<file path="src/rtl/erm_pkg.sv">
package erm_pkg;

  // bytes needed to hold a counter of width w
  function automatic int unsigned erm_nbytes(int unsigned w);
    return (w + 7) / 8;
  endfunction

  // add with clamp at the all-ones value of a w-bit counter (w <= 32)
  function automatic logic [31:0] erm_sat_add(logic [31:0] a, logic [31:0] b,
                                              int unsigned w);
    logic [32:0] sum;
    logic [32:0] top;
    sum = {1'b0, a} + {1'b0, b};
    top = (33'd1 << w) - 33'd1;
    return (sum > top) ? top[31:0] : sum[31:0];
  endfunction

  // tone step: count shifted left, capped at half the phase range
  function automatic logic [31:0] erm_tone_step(logic [31:0] cnt, int unsigned sh,
                                                int unsigned pw);
    logic [63:0] wide;
    logic [63:0] cap;
    wide = {32'd0, cnt} << sh;
    cap  = 64'd1 << (pw - 1);
    return (wide > cap) ? cap[31:0] : wide[31:0];
  endfunction

endpackage

</file>
<file path="src/rtl/erm_win_ctrl.sv">
module erm_win_ctrl #(
  parameter int WIN_W = 20
) (
  input  logic             clk,
  input  logic             rst_n,
  input  logic             pkt_end,
  input  logic [WIN_W-1:0] win_len,
  output logic             win_done
);
  logic [WIN_W-1:0] pcount;
  logic [WIN_W:0]   limit;
  logic [WIN_W:0]   next_cnt;

  always_comb begin
    limit    = (win_len == '0) ? (WIN_W+1)'(1) : {1'b0, win_len};
    next_cnt = {1'b0, pcount} + (WIN_W+1)'(1);
    win_done = pkt_end && (next_cnt >= limit);
  end

  always_ff @(posedge clk) begin
    if (!rst_n)       pcount <= '0;
    else if (win_done) pcount <= '0;
    else if (pkt_end)  pcount <= next_cnt[WIN_W-1:0];
  end
endmodule

</file>
<file path="src/rtl/erm_win_acc.sv">
module erm_win_acc
  import erm_pkg::*;
#(
  parameter int W  = 24,
  parameter int IW = 4
) (
  input  logic          clk,
  input  logic          rst_n,
  input  logic [IW-1:0] inc,
  input  logic          win_done,
  output logic [W-1:0]  acc,
  output logic [W-1:0]  lat
);
  logic [31:0] sum32;
  logic [W-1:0] total;

  always_comb begin
    sum32 = erm_sat_add(32'(acc), 32'(inc), W);
    total = sum32[W-1:0];
  end

  always_ff @(posedge clk) begin
    if (!rst_n) begin
      acc <= '0;
      lat <= '0;
    end else if (win_done) begin
      lat <= total;
      acc <= '0;
    end else begin
      acc <= total;
    end
  end
endmodule

</file>
<file path="src/rtl/erm_tone_gen.sv">
module erm_tone_gen
  import erm_pkg::*;
#(
  parameter int CNT_W   = 24,
  parameter int PHASE_W = 16,
  parameter int SHIFT_W = 4
) (
  input  logic               clk,
  input  logic               rst_n,
  input  logic [CNT_W-1:0]   cnt,
  input  logic [SHIFT_W-1:0] shift,
  output logic               tone_out
);
  logic [31:0]        step32;
  logic [PHASE_W-1:0] step;
  logic [PHASE_W-1:0] phase;
  logic [PHASE_W-1:0] phase_nx;

  always_comb begin
    step32   = erm_tone_step(32'(cnt), int'(shift), PHASE_W);
    step     = step32[PHASE_W-1:0];
    phase_nx = phase + step;
  end

  always_ff @(posedge clk) begin
    if (!rst_n) begin
      phase    <= '0;
      tone_out <= 1'b0;
    end else begin
      phase    <= phase_nx;
      tone_out <= (step == '0) ? 1'b0 : phase_nx[PHASE_W-1];
    end
  end
endmodule

</file>
<file path="src/rtl/erm_host_port.sv">
module erm_host_port
  import erm_pkg::*;
#(
  parameter int W0     = 24,
  parameter int W1     = 24,
  parameter int W2     = 16,
  parameter int ADDR_W = 4
) (
  input  logic              clk,
  input  logic              rst_n,
  input  logic [2:0][31:0]  lat_pad,
  input  logic              win_done,
  input  logic              irq_en,
  input  logic              rd_en,
  input  logic [ADDR_W-1:0] rd_addr,
  output logic [7:0]        rd_data,
  output logic              irq_n,
  output logic              pending,
  output logic [2:0]        frozen,
  output logic [2:0][31:0]  hold
);
  localparam int NB0   = int'(erm_nbytes(W0));
  localparam int NB1   = int'(erm_nbytes(W1));
  localparam int NB2   = int'(erm_nbytes(W2));
  localparam int A_IRQ = NB0 + NB1 + NB2;
  localparam int BASE [3] = '{0, NB0, NB0 + NB1};
  localparam int NBS  [3] = '{NB0, NB1, NB2};

  logic [2:0][7:0] byte_g;
  logic [2:0]      hit_g;
  logic            irq_hit;

  for (genvar g = 0; g < 3; g++) begin : g_cnt
    int          idx;
    logic        hit_low;
    logic        hit_top;
    logic        in_rng;
    logic [31:0] src;
    logic [7:0]  b_loc;

    always_comb begin
      idx     = int'(rd_addr) - BASE[g];
      in_rng  = rd_en && (idx >= 0) && (idx < NBS[g]);
      hit_low = in_rng && (idx == 0);
      hit_top = in_rng && (idx == NBS[g] - 1);
      src     = (frozen[g] && idx != 0) ? hold[g] : lat_pad[g];
      b_loc   = in_rng ? 8'(src >> (8 * idx)) : 8'd0;
    end

    assign byte_g[g] = b_loc;
    assign hit_g[g]  = in_rng;

    always_ff @(posedge clk) begin
      if (!rst_n) begin
        hold[g]   <= '0;
        frozen[g] <= 1'b0;
      end else if (hit_low) begin
        hold[g]   <= lat_pad[g];
        frozen[g] <= 1'b1;
      end else if (hit_top) begin
        frozen[g] <= 1'b0;
      end
    end
  end

  assign irq_hit = rd_en && (int'(rd_addr) == A_IRQ);
  assign irq_n   = !(pending && irq_en);

  always_ff @(posedge clk) begin
    if (!rst_n) begin
      rd_data <= '0;
      pending <= 1'b0;
    end else begin
      if (rd_en) begin
        if (|hit_g)      rd_data <= byte_g[0] | byte_g[1] | byte_g[2];
        else if (irq_hit) rd_data <= {7'd0, pending};
        else             rd_data <= 8'd0;
      end
      if (win_done)     pending <= 1'b1;
      else if (irq_hit) pending <= 1'b0;
    end
  end
endmodule

</file>
<file path="src/rtl/erm_monitor.sv">
module erm_monitor #(
  parameter int INNER_W = 24,
  parameter int OUTER_W = 24,
  parameter int PKT_W   = 16,
  parameter int INC_W   = 4,
  parameter int WIN_W   = 20,
  parameter int PHASE_W = 16,
  parameter int SHIFT_W = 4,
  parameter int ADDR_W  = 4
) (
  input  logic               clk,
  input  logic               rst_n,
  input  logic [INC_W-1:0]   inner_err_inc,
  input  logic [INC_W-1:0]   outer_fix_inc,
  input  logic               pkt_end,
  input  logic               pkt_uncorr,
  input  logic [WIN_W-1:0]   win_len,
  input  logic [SHIFT_W-1:0] tone_shift,
  input  logic               irq_en,
  input  logic               rd_en,
  input  logic [ADDR_W-1:0]  rd_addr,
  output logic [7:0]         rd_data,
  output logic               irq_n,
  output logic               tone_out
);
  logic               win_done;
  logic               lost_pkt;
  logic [INNER_W-1:0] acc_inner, lat_inner;
  logic [OUTER_W-1:0] acc_outer, lat_outer;
  logic [PKT_W-1:0]   acc_pkt, lat_pkt;
  logic [2:0][31:0]   lat_pad;
  logic [2:0][31:0]   hold;
  logic [2:0]         frozen;
  logic               pending;

  assign lost_pkt = pkt_end && pkt_uncorr;
  assign lat_pad  = {32'(lat_pkt), 32'(lat_outer), 32'(lat_inner)};

  erm_win_ctrl #(.WIN_W(WIN_W)) u_win (
    .clk(clk), .rst_n(rst_n), .pkt_end(pkt_end), .win_len(win_len),
    .win_done(win_done)
  );

  erm_win_acc #(.W(INNER_W), .IW(INC_W)) u_acc_inner (
    .clk(clk), .rst_n(rst_n), .inc(inner_err_inc), .win_done(win_done),
    .acc(acc_inner), .lat(lat_inner)
  );

  erm_win_acc #(.W(OUTER_W), .IW(INC_W)) u_acc_outer (
    .clk(clk), .rst_n(rst_n), .inc(outer_fix_inc), .win_done(win_done),
    .acc(acc_outer), .lat(lat_outer)
  );

  erm_win_acc #(.W(PKT_W), .IW(1)) u_acc_pkt (
    .clk(clk), .rst_n(rst_n), .inc(lost_pkt), .win_done(win_done),
    .acc(acc_pkt), .lat(lat_pkt)
  );

  erm_tone_gen #(.CNT_W(INNER_W), .PHASE_W(PHASE_W), .SHIFT_W(SHIFT_W)) u_tone (
    .clk(clk), .rst_n(rst_n), .cnt(lat_inner), .shift(tone_shift),
    .tone_out(tone_out)
  );

  erm_host_port #(.W0(INNER_W), .W1(OUTER_W), .W2(PKT_W), .ADDR_W(ADDR_W)) u_host (
    .clk(clk), .rst_n(rst_n), .lat_pad(lat_pad), .win_done(win_done),
    .irq_en(irq_en), .rd_en(rd_en), .rd_addr(rd_addr), .rd_data(rd_data),
    .irq_n(irq_n), .pending(pending), .frozen(frozen), .hold(hold)
  );
endmodule

</file>
<file path="config.mk">
export PLATFORM = sky130hd
export DESIGN_NAME = erm_monitor
export DESIGN_NICKNAME = d
export VERILOG_FILES = /design/src/rtl/erm_pkg.sv /design/src/rtl/erm_win_ctrl.sv /design/src/rtl/erm_win_acc.sv /design/src/rtl/erm_tone_gen.sv /design/src/rtl/erm_host_port.sv /design/src/rtl/erm_monitor.sv
export SDC_FILE = /design/constraint.sdc
export NUM_CORES = 1
export LEC_CHECK = 0
export ABC_AREA = 1
export ABC_CLOCK_PERIOD_IN_PS = 6250
export BUFFER_PORTS_ARGS = -buffer_cell sky130_fd_sc_hd__buf_2
export CAP_MARGIN = 25
export CORE_MARGIN = 2
export CORE_UTILIZATION = 25
export CTS_CLUSTER_SIZE = 14
export DETAILED_ROUTE_END_ITERATION = 7
export PLACE_DENSITY = 0.36
export SLEW_MARGIN = 40
export SYNTH_ARGS = -nofsm -noshare
export SYNTH_HDL_FRONTEND = slang
export SYNTH_SLANG_ARGS = --single-unit
</file>
<file path="constraint.sdc">
create_clock -name clk -period 6.25 [get_ports clk]
set_clock_uncertainty 0.1 [all_clocks]
set_input_delay 1.25 -clock clk [delete_from_list [all_inputs] [get_ports clk]]
set_output_delay 1.25 -clock clk [all_outputs]
set_load 0.03 [all_outputs]
</file>
* After elaboration in Yosys (flattened, before gate mapping)
Index checks and enable logic that the tools add are counted.
** Word-level totals
- Output and inout port bits :: 10
- Bits of input ports :: 42
- Register bits after elaboration :: 241
- Logic and storage cells :: 102
** Operators by class
- Reductions and logical operators :: 35
- Eq/ne operators :: 4
- Shift operators :: 4
- $add $sub $neg :: 7
- Bitwise gates (word level) :: 3
- Mux-type cells :: 21
- Magnitude comparators :: 11
** Operators with widths (number)
- $logic_not 32->1 :: 3
- $mux 24 :: 4
- $reduce_bool 32->1 :: 3
- $ge 32x1->1 const B :: 2
- $gt 64x16->1 const B :: 1
- $lt 32x3->1 const B :: 2
- $shl 24x4->64 :: 1
- $shr 32x32->8 :: 2
- $add 24x4->25 :: 2
- $gt 25x24->1 const B :: 2
- $mux 16 :: 3
- $eq 32x2->1 const B :: 1
- $eq 32x3->1 const B :: 1
- $mux 8 :: 4
- $shr 32x7->8 :: 1
- $add 20x1->21 const B :: 1
- $ge 21x21->1 :: 1
- $logic_not 20->1 :: 1
- $mux 20 :: 1
- $logic_and 1x1->1 :: 19
- $add 16x1->17 :: 1
- $gt 17x16->1 const B :: 1
- $add 16x16->16 :: 1
- $logic_not 16->1 :: 1
- other kinds (13) :: 26

* Depth between registers and ports, before layout
Gate-level depths: netlist (run 1).
- Depth in word-level cells :: 9
- Gate-level depth with buffers :: 29
- Depth with buffers taken out :: 26

* Cells and area by module
A second synthesis (run 1) with hierarchy kept.
** Unflattened totals
- Cells, all modules :: 2513
- Area total of the unflattened synthesis :: 16378.2 um^2
** Modules (own cells, without submodules)
- erm_host_port :: times used 1, sequential area each 2162.1 um^2, cells an instance 932, area an instance 5953.2 um^2
- erm_win_acc at u_acc_inner ... :: times used 2, sequential area each 960.9 um^2, cells an instance 345, area an instance 2402.3 um^2
- erm_tone_gen :: times used 1, sequential area each 340.3 um^2, cells an instance 400, area an instance 2268.4 um^2
- erm_win_ctrl :: times used 1, sequential area each 400.4 um^2, cells an instance 299, area an instance 1934.4 um^2
- erm_win_acc at u_acc_pkt :: times used 1, sequential area each 640.6 um^2, cells an instance 189, area an instance 1406.3 um^2
- erm_monitor :: times used 1, sequential area each 0.0 um^2, cells an instance 3, area an instance 11.3 um^2

* Worst setup path before layout (run 1)
No wires, ideal clock.
- Path type :: input -> register
- From :: in tone_shift[0]
- To :: reg u_tone.phase[13]
- Required time :: 6.029 ns
- Path slack :: 2.011 ns
- Buffers on the path :: 3
- Arrival :: 4.018 ns
- Stages :: 26
- Library setup time :: 0.121 ns
- Cell sequence :: buf_2 > inv_1 > buf_2 > nand2_1 > nand3_1 > nand2_1 > nand2_1 > nand2_1 > o21ai_0 > nor2_1 > nand3_1 > nand2_1 > nand2_2 > buf_2 > nor2_1 > ha_1 > nand2_1 > a21oi_1 > a211oi_1 > nand2_1 > a21oi_1 > o21ai_0 > nand2_1 > nand2_1 > o21ai_0 > a21oi_1
** Between the ends
- Cells in the longest elaborated chain, start to end :: 4
** RTL lines
- from (decl) :: RTL line erm_monitor.sv:18 : input logic [SHIFT_W-1:0] tone_shift,
- $shl 24x4->64 * :: RTL line erm_pkg.sv:23 : wide = {32'd0, cnt} << sh;
- $gt 64x16->1 :: RTL line erm_pkg.sv:25 : return (wide > cap) ? cap[31:0] : wide[31:0];
- $mux 16 * :: RTL line erm_pkg.sv:25
- $add 16x16->16 * :: RTL line erm_tone_gen.sv:22 : phase_nx = phase + step;
- to (signal assigned) :: RTL line erm_tone_gen.sv:30 : phase <= phase_nx;
- to (decl) :: RTL line erm_tone_gen.sv:16 : logic [PHASE_W-1:0] phase;
Mark *: on every way between the ends. The rest lies on a longest branch, timed or not.
A chain may end at the register's enable or synchronous reset.

* Worst setup path after layout (run 1)
Same ends and word-level chain as after synthesis.

==> run metrics, run 1 <==
Die ar. 56700 um^2; Comb pwr share 0.084; remaining antenna violation count 0; net switching power 960 uW; remaining routing DRC violations 0; clk root buf clkbuf_16; vias in the first global route 12.3k; DR vias/cell 4.61; Reg2Reg Launch Point u_win.pcount[0]$_SDFFE_PP0P_; WL final 42.2 mm; Worst setup SP type input pin; worst hold slack 0.343 ns; share of the yosys chip area belonging to registers 0.352; worst path bufs/invs 2; peak supply drop 0.000218 V; Tcrit/Tclk final 0.758; Vias 12.9k; Post-DP HPWL 30.1 mm; cell depth of the worst setup path 26; CTS Buffer Depth 3; crit path to u_tone.phase[13]$_SDFF_PN0_; IO buf count 51; critical path's slowest cell inv_1; met3 WL 1.08 mm; Yosys cell types 46; Slew @ Worst Pin 0.737 ns; worst reg-to-reg path cell count 21; Crit path max-delay family simple AND/OR/NAND/NOR gates; Ports 52; DR WL/cell 15.1 um; Crit path required time 6.62 ns; commonest non-fill, non-tap cells in the layout nand2_1, nor2_1, dfxtp_1; first-pass GRT wire length 68.5 mm; initial core utilization 0.254; Clock Latency Late Sink 0.59 ns; first-pass iteration count of the detailed router 5; Top cell by count, worst path nand2_1; First DRT Iteration DRCs 755; Chip Width 238 um; critical path endpoint category flop; largest net degree at the start of global routing 81; synthesized area per cell 6.59 um^2; final-stage net count 2178; Max-slew headroom 0.508; Layout Area Growth over Synthesis 13.5%; antenna violations before repair 0; Max-Cap Viols 0; WS Path Type input pin to flop; crit path launch tone_shift[0]; GRT Total Usage 0.150; Yosys Warn Count 0; switching part of the total 0.260; RSZ-0062 raised after global routing no; r2r setup slk 1.71 ns; part of the power in the clock network 0.490; Fillers 6075; DR top layer met4; area of the mapped netlist 13700 um^2; Die H 238 um; sequential power share 0.425; Yosys reg bits 241; Clock transition at path regs 0.06 ns; Leakage 0.00659 uW; CTS tree done; status complete, no violations; CTS resizes 0; Num CTS Buffers 31; clock sink count 241; Worst Path Max Fanout 33; fin util 0.288; final worst path period need 4.74 ns; Int Power 2740 uW; Max stage delay on crit path 0.44 ns; Pwr Total 3700 uW; commonest non-fill, non-tap cell in the layout nand2_1; H-tree levels 1; Power Density 238 nW/um^2; r2r endpoint u_win.pcount[17]$_SDFFE_PP0P_; final setup fails 0; Post-Syn Nets 2176; global route overflow 0; gpl congestion 0.829; Final Hold Viols 0; M1 WL 21.9 mm; Setup Buffers After CTS 0; f_max 0.211 GHz; layout cells sized above 1 0.0718; Final Instance Area 15600 um^2; hold depth 2; metal2 WL 18.3 mm; placed cell area 14500 um^2; Sum Neg Setup Slack 0 ns; max-slew violation count 0; Hold Crit Class flop to flop; crit path DAT 5.10 ns; core area 54000 um^2; Mapped Cells 2079; cts hold-fix bufs 0; # rows 85; n_diodes 0
metrics by stage:
step	std cells	worst slack, ns
floorplan	2079	2.01
global placement	2742	0.978
detailed placement	2744	0.965
CTS	2800	1.59
global route	2800	0.951
finish	2800	1.51
cell families after synthesis:
| group | Yosys count | share of synthesized area |
|---|---|---|
| flops | 241 | 0.352 |
| simple gates | 1012 | 0.309 |
| buf+inv | 305 | 0.0920 |
| compound gates | 412 | 0.160 |
| xor+xnor | 54 | 0.0345 |
| fa+ha+maj | 55 | 0.0518 |
power by group through the flow:
stage                     clock network, uW  logic, uW  registers (uW)
after floorplan                           0        225            1610
after global placement                    0        317            1610
after detailed placement                  0        319            1610
after CTS                              1890        320            1570
after global routing                   1940        360            1580
final                                  1810        312            1570
worst reg2reg max path: cells and delay by family (launching register included):
family | cells | cell delay [ns]
compound gates | 1 | 0.09
xor+xnor | 1 | 0.16
flops | 1 | 0.42
buf+inv | 3 | 0.47
simple gates | 14 | 2.62
fa+ha+maj | 2 | 0.54
per-layer routing:
layer / vias up / global-route usage
met5: - / 0
met3: 52 / 0.0180
met1: 5931 / 0.216
li1: 6775 / -
met2: 162 / 0.236
met4: 0 / 0.0364
cell usage after synthesis (all sizes together):
library cell  number  area [um^2]
nand4             31          194
ha                52          651
o41ai              1         8.76
o2111ai            1         8.76
clkbuf            48          180
dfxtp            241         4820
and2               2         12.5
nor3              28          155
o21a               4         30.0
o21ai            163          816
a21oi            209         1080
nor4              12         90.1
a31o               1         8.76
xnor2             14          123
nand3            121          621
a211oi             3         22.5
nor3b              4         30.0
nand2            480         1810
a21boi             1         7.51
and3               1         6.26
o211ai            20          150
or4                1         7.51
inv              204          766
clkinv             6         22.5
nand3b            11         82.6
or2                8         50.1
a31oi              2         12.5
o21bai             3         22.5
nor2             313         1180
buf               47          293
fa                 3         60.1
a21o               3         22.5
o22ai              1         6.26
xor2              40          350
worst min path at each step:
| stage | startpoint | to | slack [ns] |
|---|---|---|---|
| 4_1_cts | u_host.hold[13]$_SDFFE_PN0P_ | u_host.hold[13]$_SDFFE_PN0P_ | 0.35 |
| 6_report | u_host.hold[13]$_SDFFE_PN0P_ | u_host.hold[13]$_SDFFE_PN0P_ | 0.34 |
| 3_5_place_dp | u_host.hold[13]$_SDFFE_PN0P_ | u_host.hold[13]$_SDFFE_PN0P_ | 0.34 |
| 5_1_grt | u_host.hold[14]$_SDFFE_PN0P_ | u_host.hold[14]$_SDFFE_PN0P_ | 0.37 |
| 2_1_floorplan | u_host.hold[13]$_SDFFE_PN0P_ | u_host.hold[13]$_SDFFE_PN0P_ | 0.32 |
| 3_3_place_gp | u_host.hold[13]$_SDFFE_PN0P_ | u_host.hold[13]$_SDFFE_PN0P_ | 0.33 |
flip-flops by register name, summed over array words and instances, names as in the netlist:
signal and flops:
u_acc_inner.acc 24, u_acc_inner.lat 24, u_acc_outer.acc 24, u_acc_outer.lat 24, u_acc_pkt.acc 16, u_acc_pkt.lat 16, u_host.frozen 3, u_host.hold 64
u_host.pending 1, u_host.rd_data 8, u_tone.phase 16, u_tone.tone_out 1, u_win.pcount 20
cell type report:
cell class | instances | area (um^2) | area share
multi-input combinational | 1533 | 7650 | 0.492
sequential | 241 | 4820 | 0.310
clock buffer | 48 | 950 | 0.0611
tap | 696 | 871 | 0.0560
inverter | 210 | 788 | 0.0507
timing repair buffer | 64 | 384 | 0.0247
clock inverter | 8 | 83.8 | 0.00539
(Power assumes the default switching activity.)
==> run 2: changes to the inputs <==
--- a/config.mk
+++ b/config.mk
@@ -6,14 +6,14 @@
 export NUM_CORES = 1
 export LEC_CHECK = 0
 export ABC_AREA = 1
-export ABC_CLOCK_PERIOD_IN_PS = 6250
+export ABC_CLOCK_PERIOD_IN_PS = 4180
 export BUFFER_PORTS_ARGS = -buffer_cell sky130_fd_sc_hd__buf_2
 export CAP_MARGIN = 25
 export CORE_MARGIN = 2
 export CORE_UTILIZATION = 25
 export CTS_CLUSTER_SIZE = 14
 export DETAILED_ROUTE_END_ITERATION = 7
-export PLACE_DENSITY = 0.36
+export PLACE_DENSITY = 0.37
 export SLEW_MARGIN = 40
 export SYNTH_ARGS = -nofsm -noshare
 export SYNTH_HDL_FRONTEND = slang
==> constraint.sdc (replaced) <==
create_clock -name clk -period 4.18 [get_ports clk]
set_clock_uncertainty 0.1 [all_clocks]
set_input_delay 0.836 -clock clk [delete_from_list [all_inputs] [get_ports clk]]
set_output_delay 0.836 -clock clk [all_outputs]
set_load 0.03 [all_outputs]
==> run metrics, run 2 (synthesis results as in run 1) <==
gpl congestion 0.816 (-1.6%); Worst setup SP type flop; Max stage delay on crit path 0.37 ns (-0.07 ns); DR vias/cell 4.58 (-0.85%); clock sink count 241 (unchanged); post-route setup slack 0.354 ns (-1.16 ns); commonest non-fill, non-tap cell in the layout nand2_1; largest register by flop count u_host.hold; n_diodes 0 (unchanged); # rows 85 (unchanged); cts hold-fix bufs 0 (unchanged); initial core utilization 0.254 (unchanged); final-stage net count 2237 (+2.7%); remaining antenna violation count 0 (unchanged); max-slew violation count 0 (unchanged); Sum Neg Setup Slack 0 ns (unchanged); worst hold slack 0.342 ns (-0.00129 ns); remaining routing DRC violations 0 (unchanged); first-pass GRT wire length 68.7 mm (+0.31%); H-tree levels 2 (+1); Crit path max-delay family simple AND/OR/NAND/NOR gates; RSZ-0062 raised after global routing no; Die H 238 um (unchanged); Crit path required time 4.54 ns (-2.08 ns); DR WL/cell 14.8 um (-1.6%); Setup Buffers After CTS 0 (unchanged); Ports 52 (unchanged); Worst Path Max Fanout 19 (-42%); cell depth of the worst setup path 20 (-23%); crit path DAT 4.18 ns (-0.92 ns); Vias 13.1k (+1.2%); Clock transition at path regs 0.05 ns (about the same); GRT Total Usage 0.151 (+0.00120); status complete, no violations; Final Hold Viols 0 (unchanged); crit-path cells ha_1 -> nand3_1 -> nor2_2 -> nand2_1 -> nor2_1 -> nand3_1 -> nor2_2 -> nand3_1 -> nor2_1 -> xor2_1 -> inv_1 -> ha_1 -> a21oi_1 -> o211ai_1 -> nor3_2 -> nand3_4 -> nand2_4 -> nand2_4 -> buf_4 -> a21oi_1; first-pass iteration count of the detailed router 5 (unchanged); max FFs per register 64 (unchanged); f_max 0.261 GHz; CTS Buffer Depth 3 (unchanged); Post-DP HPWL 30.5 mm (+1.3%); final setup fails 0 (unchanged); core area 54000 um^2 (unchanged); critical path's slowest cell dfxtp_2; worst path bufs/invs 2 (unchanged); Slew @ Worst Pin 0.786 ns (+0.0493 ns); Chip Width 238 um (unchanged); clk root buf clkbuf_16; First DRT Iteration DRCs 756 (+0.13%); Die ar. 56700 um^2 (unchanged); layout cells sized above 1 0.0949 (+0.0231); critical path endpoint category flop; Num CTS Buffers 34 (+9.7%); Pwr Total 5600 uW (+51%); CTS tree done; Max-slew headroom 0.476 (-0.0317); Clock Latency Late Sink 0.55 ns (-0.04 ns); WL final 42.4 mm (+0.41%); dpl ws -0.0355 ns (-1.00 ns); Top cell by count, worst path nand3_1; IO buf count 51 (unchanged); Power Density 349 nW/um^2 (+47%); final worst path period need 3.83 ns; WS Path Type flop to flop; Hold Crit Class flop to flop; hold depth 2 (unchanged); worst reg-to-reg path cell count 20 (-4.8%); antenna violations before repair 0 (unchanged); commonest non-fill, non-tap cells in the layout nand2_1, nor2_1, dfxtp_1; global route overflow 0 (unchanged); peak supply drop 0.000228 V (+4.5%); Max-Cap Viols 0 (unchanged); Leakage 0.00689 uW (+4.5%); Layout Area Growth over Synthesis 17.1%; Tcrit/Tclk final 0.915; vias in the first global route 12.6k (+2.9%); largest net degree at the start of global routing 66 (-19%)
[run 2: area by class of cell]
| type | count | area, um^2 |
|---|---|---|
| clock buffer | 49 | 947 |
| clock inverter | 8 | 83.8 |
| fill | 6064 | 38000 |
| inverter | 210 | 791 |
| multi-input combinational | 1533 | 7650 |
| sequential | 241 | 4830 |
| tap | 696 | 871 |
| timing repair buffer | 120 | 885 |
[run 2: worst reg2reg max path: stages, from the launching register on]
cell,delay [ns]
dfxtp_2,0.37
ha_1,0.20
nand3_1,0.16
nor2_2,0.15
nand2_1,0.11
nor2_1,0.17
nand3_1,0.15
nor2_2,0.15
nand3_1,0.14
nor2_1,0.14
xor2_1,0.15
inv_1,0.10
ha_1,0.32
a21oi_1,0.15
o211ai_1,0.11
nor3_2,0.24
nand3_4,0.17
nand2_4,0.16
nand2_4,0.08
buf_4,0.24
a21oi_1,0.17
[run 2: metal layers]
| layer | track usage | vias up | share of wire |
|---|---|---|---|
| met5 | 0 | - | 0 |
| met4 | 0.0343 | 0 | 0.015 |
| met3 | 0.0267 | 41 | 0.037 |
| met2 | 0.236 | 182 | 0.43 |
| met1 | 0.214 | 5947 | 0.52 |
| li1 | - | 6901 | - |
[run 2: worst paths after layout]
check | startpoint | end | slack, ns
max reg2reg | u_win.pcount[0]$_SDFFE_PP0P_ | u_acc_inner.acc[4]$_SDFF_PP0_ | 0.35
min | u_host.hold[13]$_SDFFE_PN0P_ | u_host.hold[13]$_SDFFE_PN0P_ | 0.34
min reg2reg | u_host.hold[13]$_SDFFE_PN0P_ | u_host.hold[13]$_SDFFE_PN0P_ | 0.34
max | u_win.pcount[0]$_SDFFE_PP0P_ | u_acc_inner.acc[4]$_SDFF_PP0_ | 0.35
[run 2: stage by stage]
| step | utilization | std cells | cell area (um^2) |
|---|---|---|---|
| after detailed placement | 0.277 | 2799 | 15000 |
| final | 0.297 | 2857 | 16100 |
| after global placement | 0.277 | 2798 | 15000 |
| after global routing | 0.297 | 2857 | 16100 |
| after CTS | 0.296 | 2856 | 16000 |
| after floorplan | - | 2079 | 13700 |
[run 2: what timing repair did]
| item | CTS | global route |
|---|---|---|
| resized for setup | 0 | 9 |
| setup endpoints to repair | 0 | 148 |
| endpoints found under the hold margin | 0 | 0 |
[run 2: where the power goes]
group          switching, uW  internal (uW)
registers               19.0           2340
clock network           1100           1630
logic                    328            176
==> run 3: changes to the inputs <==
--- a/config.mk
+++ b/config.mk
@@ -10,10 +10,11 @@
 export BUFFER_PORTS_ARGS = -buffer_cell sky130_fd_sc_hd__buf_2
 export CAP_MARGIN = 25
 export CORE_MARGIN = 2
-export CORE_UTILIZATION = 25
+export CORE_UTILIZATION = 57
 export CTS_CLUSTER_SIZE = 14
 export DETAILED_ROUTE_END_ITERATION = 7
-export PLACE_DENSITY = 0.37
+export PLACE_DENSITY = 0.74
+export RECOVER_POWER = 50
 export SLEW_MARGIN = 40
 export SYNTH_ARGS = -nofsm -noshare
 export SYNTH_HDL_FRONTEND = slang
==> run metrics, run 3 (synthesis results as in run 1) <==
status finished with violations; failing checks capacitance limit, slew limit; antenna violations before repair 0 (unchanged); global route overflow 0 (unchanged); CTS Buffer Depth 3 (unchanged); Die ar. 25300 um^2 (-55%); CTS tree done; Crit path max-delay family simple AND/OR/NAND/NOR gates; RSZ-0062 raised after global routing no; remaining routing DRC violations 0 (unchanged); max FFs per register 64 (unchanged); Layout Area Growth over Synthesis 11.2%; Slew @ Worst Pin 1.87 ns (+1.09 ns); first-pass iteration count of the detailed router 6 (+1); final worst path period need 3.80 ns (-0.0271 ns); largest register by flop count u_host.hold; Max-Cap Viols 1 (+1); final setup fails 0 (unchanged); Num CTS Buffers 26 (-24%); # rows 56 (-34%); WL final 35.2 mm (-17%); Crit path required time 4.49 ns (-0.05 ns); clk root buf clkbuf_16; Tcrit/Tclk final 0.909 (-0.00648); n_diodes 0 (unchanged); DR WL/cell 14.4 um (-2.8%); Post-DP HPWL 24.9 mm (-18%); crit-path cells ha_1 -> nand3_1 -> nor2_2 -> nand2_1 -> nor2_2 -> nand3_1 -> nor2_2 -> nand3_1 -> nor2_1 -> xor2_1 -> inv_1 -> ha_1 -> nand2_1 -> inv_1 -> nand4_1 -> nand3b_1 -> nand3_2 -> buf_4 -> nand3_1 -> nand2_1 -> a21oi_1; critical hold path startpoint u_host.hold[9]$_SDFFE_PN0P_; final-stage net count 2200 (-1.7%); gpl congestion 0.962 (+18%); peak supply drop 0.000355 V (+56%); layout cells sized above 1 0.0726 (-0.0223); first-pass GRT wire length 59.5 mm (-13%); IO buf count 51 (unchanged); part of the power in the clock network 0.486 (-0.003); remaining antenna violation count 0 (unchanged); First DRT Iteration DRCs 1067 (+41%); Ports 52 (unchanged); Max-slew headroom -0.249 (-0.725); DR vias/cell 5.44 (+19%); Top cell by count, worst path nand3_1; placed cell area 14300 um^2 (-4.7%); Chip Width 159 um (-33%); switching part of the total 0.238 (-0.0217); clock sink count 241 (unchanged); commonest non-fill, non-tap cell in the layout nand2_1; Final Instance Area 15200 um^2 (-5.1%); Clock transition at path regs 0.06 ns (about the same); Worst Path Max Fanout 33 (+14); Worst setup SP type flop; WS Path Type flop to flop; Hold Crit Class flop to flop; critical path endpoint category flop; Max stage delay on crit path 0.41 ns (+0.04 ns); commonest non-fill, non-tap cells in the layout nand2_1, nor2_1, dfxtp_1; GRT Total Usage 0.276 (+0.125); worst path bufs/invs 3 (+1); f_max 0.263 GHz (+0.71%); initial core utilization 0.582 (+0.329); Power Density 362 nW/um^2 (+3.7%); critical path's slowest cell dfxtp_1; Comb pwr share 0.087 (-0.003); Reg2Reg Launch Point u_win.pcount[0]$_SDFFE_PP0P_; post-route setup slack 0.381 ns (+0.0271 ns); largest net degree at the start of global routing 62 (-6.1%); net switching power 1310 uW (-9.8%); crit path launch u_win.pcount[0]$_SDFFE_PP0P_; core area 23500 um^2 (-56%); dpl ws 0.0424 ns (+0.0779 ns); crit path DAT 4.11 ns (-0.07 ns); Final Hold Viols 0 (unchanged); Clock Latency Late Sink 0.55 ns (about the same); Die H 159 um (-33%); sequential power share 0.427 (+0.006); Fillers 2164 (-64%); Leakage 0.00665 uW (-3.4%); Int Power 4200 uW (+1.3%); H-tree levels 1 (-1); vias in the first global route 12.2k (-3.2%); max-slew violation count 50 (+50); Sum Neg Setup Slack 0 ns (unchanged); Vias 13.3k (+1.5%)
-- run 3: cell types whose count changed in the layout (fill, tap and decap cells not counted), moves of 2 or more --
cell and delta:
a21oi_1 +3, a21oi_2 -3, buf_2 -11, buf_4 -34, bufinv_16 +7, clkbuf_1 +7, clkbuf_16 -9, clkbuf_2 +2
inv_6 -2, nand2_4 -2
-- run 3: repair_timing --
item	in CTS	in global routing
endpoints found under the setup margin	0	104
setup buffers	0	0
hold endpoints to repair	0	0
hold buffers	0	0
resized for setup	0	6
-- run 3: per-layer routing --
metal  GRT usage  share of wire  vias up
li1            -              -     6797
met1       0.399           0.48     6015
met2       0.432           0.44      391
met3      0.0357          0.061       68
met4      0.0798          0.027        0
met5           0              0        -
-- run 3: worst paths after layout --
check	cells after the start	slack, ns	end
setup reg to reg	21	0.38	u_acc_inner.lat[8]$_SDFFE_PN0P_
setup / recovery	21	0.38	u_acc_inner.lat[8]$_SDFFE_PN0P_
hold / removal	2	0.35	u_host.hold[9]$_SDFFE_PN0P_
hold reg to reg	2	0.35	u_host.hold[9]$_SDFFE_PN0P_
-- run 3: cell type report --
class	instances	area [um^2]	area share
clock buffers	33	717	0.0471
clock inverters	14	282	0.0185
inverters	210	788	0.0517
multi-input cells	1533	7620	0.500
flip-flops and latches	241	4820	0.317
well taps	319	399	0.0262
repair buffers	91	607	0.0398
-- run 3: through the flow --
step	utilization	cells	hold slack, ns	power, uW
final	0.647	2441	0.351	5510
after global routing	0.647	2441	0.364	5690
after CTS	0.649	2441	0.347	5530
after detailed placement	0.606	2394	0.337	2880
after global placement	0.606	2394	0.332	2870
after floorplan	-	2079	0.320	2740
-- run 3: power groups by stage --
stage	registers (uW)	clock network, uW	logic [uW]
6_report	2350	2680	482
5_1_grt	2350	2790	548
4_1_cts	2350	2700	479
3_5_place_dp	2400	0	475
3_3_place_gp	2400	0	465
2_1_floorplan	2400	0	337
-- run 3: worst min-delay path, delay by kind of cell (launching register included) --
kind	cells	cell delay, ns
flip-flops	1	0.31
buffers and inverters	1	0.05
AO/OA/AOI/OAI	1	0.05
